--- src/rtl/dma_link_pkg.sv ---
package dma_link_pkg;
  parameter int ADDR_W = 16;
  parameter int CNT_W  = 8;
  parameter int IDX_W  = 8;
  parameter int LINK_W = 3;
  parameter int CODE_W = 6;
  localparam int NUM_SETS = 2 ** LINK_W;
  localparam int BYTES_W  = 2 * CNT_W;
  localparam logic [LINK_W-1:0] NO_LINK = '1;

  typedef struct packed {
    logic              abSync;
    logic [ADDR_W-1:0] src;
    logic [ADDR_W-1:0] dst;
    logic [CNT_W-1:0]  aCnt;
    logic [CNT_W-1:0]  bCnt;
    logic [CNT_W-1:0]  cCnt;
    logic [IDX_W-1:0]  srcBIdx;
    logic [IDX_W-1:0]  srcCIdx;
    logic [IDX_W-1:0]  dstBIdx;
    logic [IDX_W-1:0]  dstCIdx;
    logic [LINK_W-1:0] link;
    logic [CODE_W-1:0] code;
  } desc_t;

  typedef struct packed {
    logic issue;
    logic reload;
  } strobe_t;
endpackage

--- src/rtl/pset_ctrl.sv ---
module pset_ctrl
  import dma_link_pkg::*;
(
  input  logic    clk,
  input  logic    rstN,
  input  logic    trig,
  input  logic    live,
  input  logic    lastReq,
  input  logic    linkValid,
  output strobe_t strobe
);
  typedef enum logic {S_IDLE, S_RELOAD} state_t;
  state_t state;
  logic pending;
  logic want;

  assign want          = trig | pending;
  assign strobe.issue  = (state == S_IDLE) && want && live;
  assign strobe.reload = (state == S_RELOAD);

  always_ff @(posedge clk) begin
    if (!rstN) begin
      state   <= S_IDLE;
      pending <= 1'b0;
    end else if (state == S_RELOAD) begin
      state   <= S_IDLE;
      pending <= pending | trig;
    end else begin
      pending <= live & trig & pending;
      if (strobe.issue && lastReq && linkValid) state <= S_RELOAD;
    end
  end

  AST_RELOAD_ONE_CYCLE: assert property (@(posedge clk) disable iff (!rstN)
    strobe.reload |=> !strobe.reload);
  AST_NO_ISSUE_IN_RELOAD: assert property (@(posedge clk) disable iff (!rstN)
    strobe.reload |-> !strobe.issue);
  AST_HELD_SERVED: assert property (@(posedge clk) disable iff (!rstN)
    (strobe.reload && trig) |=> (strobe.issue || !live));
endmodule

--- src/rtl/pset_datapath.sv ---
module pset_datapath
  import dma_link_pkg::*;
(
  input  logic               clk,
  input  logic               rstN,
  input  strobe_t            strobe,
  input  logic               wrEn,
  input  logic               wrActive,
  input  logic [LINK_W-1:0]  wrIdx,
  input  desc_t              wrDesc,
  output logic               live,
  output logic               lastReq,
  output logic               linkValid,
  output logic               trValid,
  output logic [ADDR_W-1:0]  trSrc,
  output logic [ADDR_W-1:0]  trDst,
  output logic [BYTES_W-1:0] trBytes,
  output logic               doneValid,
  output logic [CODE_W-1:0]  doneCode
);
  desc_t            mem [NUM_SETS];
  desc_t            act;
  logic [CNT_W-1:0] bRld;
  logic             frameEnd;
  logic [IDX_W-1:0] srcStep, dstStep;

  function automatic logic [ADDR_W-1:0] stepAddr(logic [ADDR_W-1:0] a, logic [IDX_W-1:0] s);
    return a + {{(ADDR_W-IDX_W){s[IDX_W-1]}}, s};
  endfunction

  assign live      = act.cCnt != '0;
  assign frameEnd  = act.abSync || (act.bCnt == CNT_W'(1));
  assign lastReq   = frameEnd && (act.cCnt == CNT_W'(1));
  assign linkValid = act.link != NO_LINK;
  assign srcStep   = frameEnd ? act.srcCIdx : act.srcBIdx;
  assign dstStep   = frameEnd ? act.dstCIdx : act.dstBIdx;

  genvar g;
  generate
    for (g = 0; g < NUM_SETS; g++) begin : g_set
      always_ff @(posedge clk) begin
        if (!rstN) mem[g] <= '0;
        else if (wrEn && !wrActive && wrIdx == LINK_W'(g)) mem[g] <= wrDesc;
      end
    end
  endgenerate

  always_ff @(posedge clk) begin
    if (!rstN) begin
      act      <= '0;
      act.link <= NO_LINK;
      bRld     <= '0;
    end else if (strobe.reload) begin
      act  <= mem[act.link];
      bRld <= mem[act.link].bCnt;
    end else if (strobe.issue) begin
      act.src <= stepAddr(act.src, srcStep);
      act.dst <= stepAddr(act.dst, dstStep);
      if (frameEnd) begin
        act.cCnt <= act.cCnt - CNT_W'(1);
        if (!act.abSync) act.bCnt <= bRld;
      end else begin
        act.bCnt <= act.bCnt - CNT_W'(1);
      end
    end else if (wrEn && wrActive) begin
      act  <= wrDesc;
      bRld <= wrDesc.bCnt;
    end
  end

  always_ff @(posedge clk) begin
    if (!rstN) begin
      trValid   <= 1'b0;
      trSrc     <= '0;
      trDst     <= '0;
      trBytes   <= '0;
      doneValid <= 1'b0;
      doneCode  <= '0;
    end else begin
      trValid   <= strobe.issue;
      doneValid <= strobe.issue && lastReq;
      if (strobe.issue) begin
        trSrc   <= act.src;
        trDst   <= act.dst;
        trBytes <= act.abSync ? BYTES_W'(act.aCnt) * BYTES_W'(act.bCnt) : BYTES_W'(act.aCnt);
        if (lastReq) doneCode <= act.code;
      end
    end
  end

  AST_DONE_WITH_REQ: assert property (@(posedge clk) disable iff (!rstN)
    doneValid |-> trValid);
  AST_ISSUE_NEEDS_COUNT: assert property (@(posedge clk) disable iff (!rstN)
    strobe.issue |-> live);
  AST_FRAME_DECR: assert property (@(posedge clk) disable iff (!rstN)
    (strobe.issue && act.abSync) |=> (act.cCnt == $past(act.cCnt) - CNT_W'(1)));
  AST_REQ_PULSE: assert property (@(posedge clk) disable iff (!rstN)
    (trValid && !$past(strobe.issue)) |-> 1'b0);
endmodule

--- src/rtl/dma_link_reload.sv ---
module dma_link_reload
  import dma_link_pkg::*;
(
  input  logic               clk,
  input  logic               rstN,
  input  logic               trig,
  input  logic               wrEn,
  input  logic               wrActive,
  input  logic [LINK_W-1:0]  wrIdx,
  input  logic               wrAbSync,
  input  logic [ADDR_W-1:0]  wrSrc,
  input  logic [ADDR_W-1:0]  wrDst,
  input  logic [CNT_W-1:0]   wrACnt,
  input  logic [CNT_W-1:0]   wrBCnt,
  input  logic [CNT_W-1:0]   wrCCnt,
  input  logic [IDX_W-1:0]   wrSrcBIdx,
  input  logic [IDX_W-1:0]   wrSrcCIdx,
  input  logic [IDX_W-1:0]   wrDstBIdx,
  input  logic [IDX_W-1:0]   wrDstCIdx,
  input  logic [LINK_W-1:0]  wrLink,
  input  logic [CODE_W-1:0]  wrCode,
  output logic               trValid,
  output logic [ADDR_W-1:0]  trSrc,
  output logic [ADDR_W-1:0]  trDst,
  output logic [BYTES_W-1:0] trBytes,
  output logic               doneValid,
  output logic [CODE_W-1:0]  doneCode
);
  strobe_t strobe;
  desc_t   wrDesc;
  logic    live, lastReq, linkValid;

  assign wrDesc = '{abSync: wrAbSync, src: wrSrc, dst: wrDst, aCnt: wrACnt,
                    bCnt: wrBCnt, cCnt: wrCCnt, srcBIdx: wrSrcBIdx,
                    srcCIdx: wrSrcCIdx, dstBIdx: wrDstBIdx, dstCIdx: wrDstCIdx,
                    link: wrLink, code: wrCode};

  pset_ctrl u_ctrl (
    .clk(clk), .rstN(rstN), .trig(trig), .live(live), .lastReq(lastReq),
    .linkValid(linkValid), .strobe(strobe)
  );

  pset_datapath u_dp (
    .clk(clk), .rstN(rstN), .strobe(strobe), .wrEn(wrEn), .wrActive(wrActive),
    .wrIdx(wrIdx), .wrDesc(wrDesc), .live(live), .lastReq(lastReq),
    .linkValid(linkValid), .trValid(trValid), .trSrc(trSrc), .trDst(trDst),
    .trBytes(trBytes), .doneValid(doneValid), .doneCode(doneCode)
  );
endmodule

--- config.mk ---
export PLATFORM = sky130hd
export DESIGN_NAME = dma_link_reload
export DESIGN_NICKNAME = d
export VERILOG_FILES = /design/src/rtl/dma_link_pkg.sv /design/src/rtl/pset_ctrl.sv /design/src/rtl/pset_datapath.sv /design/src/rtl/dma_link_reload.sv
export SDC_FILE = /design/constraint.sdc
export NUM_CORES = 2
export LEC_CHECK = 0
export ABC_CLOCK_PERIOD_IN_PS = 10800
export BUFFER_PORTS_ARGS = -buffer_cell sky130_fd_sc_hd__buf_2
export CORE_MARGIN = 1.5
export CORE_UTILIZATION = 39
export DETAILED_ROUTE_END_ITERATION = 12
export PLACE_DENSITY = 0.51
export RECOVER_POWER = 25
export SLEW_MARGIN = 25
export SYNTH_ARGS = -nofsm -noshare
export SYNTH_HDL_FRONTEND = slang
export SYNTH_SLANG_ARGS = --single-unit
--- constraint.sdc ---
create_clock -name clk -period 10.8 [get_ports clk]
set_input_delay 0.54 -clock clk [delete_from_list [all_inputs] [get_ports clk]]
set_output_delay 0.54 -clock clk [all_outputs]
set_load 0.005 [all_outputs]
# Word level (Yosys, flattened, before mapping)
# Memories as Yosys holds them, arrays and structs flattened. A register that Yosys moved wholly into a read port is not among the register bits.
# Cells that the tools add are included.
[word_totals]
ram_bits = 784
mem_count = 1
output_inout_bits = 56
elab_cells = 132
inputBits = 106
rom_bits = 0
register_bits = 164
latch_bits = 0
[memory_table]
columns = ["name", "words", "word_bits", "rd", "rd_ports_with_merged_regs", "wr", "line_no", "text"]
rows = [
  ["u_dp.mem", 8, 98, 1, 1, 8, "pset_datapath.sv:21", "desc_t mem [NUM_SETS];"],
]
[classes]
multipliers = 1
n_eq_ne = 13
shift = 0
reduce_logical = 26
magnitude_cmp = 0
div_mod_pow = 0
muxes = 53
bitwise = 13
n_addsub = 4
[op_table]
columns = ["cell", "n"]
rows = [
  ["98-bit 2-to-1 mux", 10],
  ["8-bit 2-to-1 mux", 9],
  ["41-bit 2-to-1 mux", 1],
  ["16-bit adder", 2],
  ["16-bit 2-to-1 mux", 2],
  ["32-bit 2-to-1 mux", 1],
  ["1-bit 2-to-1 mux", 28],
  ["8-bit by 1-bit equality test with 1-bit output, second input constant", 2],
  ["8-bit by 8-bit multiplier with 16-bit output", 1],
  ["8-bit by 1-bit subtractor with 8-bit output, second input constant", 2],
  ["1-bit logical AND", 15],
  ["3-bit equality test, second input constant", 4],
  ["1-bit bitwise OR", 9],
  ["2-bit AND reduction", 4],
  ["8-bit nonzero test", 1],
  ["3-bit by 2-bit equality test with 1-bit output, second input constant", 2],
  ["3-bit 2-to-1 mux", 2],
  ["3-bit inequality test, second input constant", 2],
  ["4-bit inequality test, second input constant", 1],
  ["3-bit by 1-bit equality test with 1-bit output, second input constant", 1],
  ["3-bit zero test", 1],
  ["3-bit nonzero test", 1],
  ["1-bit AND", 2],
  ["2-bit inequality test, second input constant", 1],
  ["5 further kinds", 6],
]

# Logic depth before layout (Yosys ltp)
[logic_depth]
word_depth = 8
depth_mapped = 17
mapped_depth_nobuf = 16

# Modules after synthesis
# A second synthesis with hierarchy kept.
[unflattened]
cells_unflattened = 3374
area_unflattened_um2 = 45740.1
[modules_own_cells]
columns = ["mod", "seq_area_each_um2", "cells_per_inst", "area_per_inst_um2", "n_inst"]
rows = [
  ["pset_datapath", 26845.7, 3364, 45643.8, 1],
  ["pset_ctrl", 40.0, 10, 96.3, 1],
]

# Worst setup path after synthesis
# OpenSTA, ideal clock, no wires.
[synth_path]
path_type = "input to register"
startpoint = "in wrActive"
endpoint = "mem u_dp.mem[0][0] in the netlist's numbering (enable)"
slack_ps = 2184
setup_time_ps = 690
n_path_buf = 0
path_stages = 3
required_time_ps = 10110
arrival_ps = 7926
cell_sequence = "nand2b_1 or3_1 o21ai_0"
[synth_rtl]
columns = ["element", "line_no", "text"]
rows = [
  ["start, declared", "dma_link_reload.sv:8", "input logic wrActive,"],
  ["end, declared", "pset_datapath.sv:21", ""],
]

==> impl_metrics.yaml <==
timing:
  timing.final.crit_share_pct: 69.4
  rsz0062_at_grt: "no"
  finalSetupViolations: 0
  fmax_mhz: 133
  min_period_ns: 7.50
  skew_ns: 0.0278
  drv_slew: 388
  worst_pin_slew_ns: 7.23
  setup_tns_ns: 0
  hold_violations: 0
  maxSlewHeadroom_pct: -382
global_route:
  globalRouteMet3Util_pct: 4.46
  grt_pass1_wl_mm: 201
  overflow: 0
  grt_max_degree: 130
  grt_pass1_vias: 28800
  busiest_layer: "met2"
  grt.met2_usage_pct: 37.1
  antenna_found_initial: 29
  track_usage_pct: 23.0
  grt_use_met1_pct: 31.3
power_and_ir_drop:
  total_power_mw: 9.77
  power_density_nw_per_um2: 189
  leakagePower_nw: 19.2
  peakVddDrop_mv: 0.119
clock_tree:
  cts.clk_slew.worst_paths_ns: 0.06
  cts_buffers: 108
  cts_tree: "built"
  root_buffer: "clkbuf_16"
  insertion_delay_ns: 0.70
  post_cts_buffers: 0
  cts_resized: 0
  clkSinkCount: 951
  cts_buffer_depth: 3
  ctsHoldBuffers: 0
  htreeDepth: 3
route:
  wl_per_cell_um: 26.6
  drt-total-wl_mm: 137
  first_pass_iters: 6
  ant_nets: 0
  drt-initial-drc-count: 2295
  num_vias: 27900
  via_per_inst: 5.42
  drc: 0
logic_synthesis:
  yosys-top-cells-count: "839 x and2_1, 784 x edfxtp_1, 261 x nand2_1"
  synth_top_cell_by_area: "edfxtp_1"
  ys_warn_count: 0
  synth_area_sq_um: 45800
  synth-seq-cells: 951
  synth_area_per_cell_sq_um: 13.3
  syn-num-nets: 3653
  synthCells: 3438
  yosysMostFrequentCell: "and2_1"
  ys.flop_type: "edfxtp_1"
  yosysUniqueCellTypes: 75
  yosysSeqAreaShare_pct: 58.7
  synth_top_area_share_pct: 51.4
  synth-async-reset-ratio_pct: 0
  synth_edf_count: 784
  ys_top_cells_by_area: "edfxtp_1 51%, and2_1 11%, mux4_2 9.6%, dfxtp_1 7.3%, mux2i_1 2.2%"
floorplan:
  die_h_um: 346
  coreArea_sq_um: 116000
  die_x_um: 346
  start_util_pct: 39.4
  io_pins: 162
  die_area_sq_um: 120000
  rows: 125
placement:
  io_buffers: 161
  gp_congestion: 0.843
  dp_hpwl_mm: 75.1
critical_path:
  cp-end-kind: "flop"
  cp_max_fo: 98
  crit_required_ns: 10.87
  arrival_ns: 7.57
  cp-start-kind: "primary input"
  crit_type: "primary input to flop"
worst_hold_path:
  min_path_type: "primary input to flop"
cells_and_area:
  fin_nets: 3746
  drive_gt1_share_pct: 16.5
  area_growth_pct: 12.6
status:
  status: "finished with violations"
  violations: "max-capacitance violations, max-slew violations"
run:
  drv_cap: 10
-- flip-flops by register name (all words and copies together), names as in the netlist, named ones only --
| signal | count |
|---|---|
| u_ctrl.state | 1 |
| u_dp.doneCode | 6 |
| u_dp.trDst | 16 |
| u_dp.trBytes | 16 |
| u_dp.mem | 784 |
| u_dp.bRld | 8 |
| u_dp.trSrc | 16 |
| u_dp.doneValid | 1 |
| u_ctrl.pending | 1 |
| u_dp.trValid | 1 |
| u_dp.act | 98 |
-- worst max-delay path: stages --
cell and delay, ns:
clkbuf_1 0.25, clkbuf_1 1.16, o21ai_4 0.29, dlymetal6s4s_1 5.19
-- final cells by class --
type	count	area (sq um)
Antenna cell	4	10.0
Clock buffer	142	2910
Clock inverter	61	572
Fill cell	10600	64800
Inverter	66	250
Multi-Input combinational cell	2185	17800
Sequential cell	951	26900
Tap cell	1524	1910
Timing Repair Buffer	219	1240
-- worst paths after layout --
check | endpoint | startpoint | depth (start not counted) | slack (ns)
min reg2reg | u_dp.act[30]$_SDFFE_PN0P_ | u_dp.act[30]$_SDFFE_PN0P_ | 2 | 0.45
max | u_dp.mem[6][28]$_SDFFCE_PN0P_ | rstN | 4 | 3.30
max reg2reg | u_dp.trBytes[14]$_SDFFE_PN0P_ | u_dp.act[51]$_SDFFE_PN0P_ | 15 | 6.08
min | u_ctrl.pending$_SDFF_PN0_ | trig | 3 | 0.16
-- cell families (layout without fill, tap and decap cells) --
group,after synthesis,in the layout,share of synthesized area [%]
AND/OR/NAND/NOR,1273,1273,15.5
adder cells (fa/ha/maj),109,109,3.60
XOR/XNOR,33,33,0.631
flip-flops,951,951,58.7
buffers and inverters,302,488,2.77
multiplexers,326,326,12.5
other,0,4,0
AO/OA/AOI/OAI,444,444,6.29
-- layout by cell type, fill, tap and decap left out, drive strengths merged, types with 5 or more instances in the layout --
master,instances
nor2,84
ha,71
o21a,8
mux2,28
buf,175
fa,38
a31oi,9
nor3,20
and2,839
o211ai,59
nand2,261
o21bai,6
mux2i,102
dfxtp,167
a31o,5
o31ai,7
or3,7
mux4,196
xnor2,20
a21oi,167
bufinv,10
clkbuf,185
a211oi,41
a311oi,6
nand3,20
edfxtp,784
clkinv,46
xor2,13
a21o,18
inv,69
nor2b,8
nand4,6
o21ai,65
and3,9
-- report_power, final --
| group | total, mW | internal [mW] | switching, mW | leakage [nW] |
|---|---|---|---|---|
| Clock | 3.66 | 2.13 | 1.52 | 1.71 |
| Combinational | 1.66 | 0.654 | 1.01 | 8.60 |
| Sequential | 4.45 | 4.26 | 0.195 | 8.87 |
| Total | 9.77 | 7.04 | 2.73 | 19.2 |
-- per-stage QoR --
stage	utilization, %	cells	cell area [sq um]	setup slack [ns]	hold WS (ns)
2_1_floorplan	-	3438	45800	2.18	0.422
3_3_place_gp	41.4	4944	48200	6.17	0.437
3_5_place_dp	41.4	4944	48200	6.06	0.441
4_1_cts	44.4	5147	51700	6.05	0.132
5_1_grt	44.3	5148	51600	3.00	0.188
6_report	44.3	5152	51600	3.30	0.163
-- per-layer routing --
| layer | part of all wire (%) | wire (um) |
|---|---|---|
| met1 | 44 | 60800 |
| met2 | 47 | 64200 |
| met3 | 6.1 | 8370 |
| met4 | 2.6 | 3550 |
| met5 | 0.12 | 165 |
Note: power is estimated with default switching activity, not from simulation.
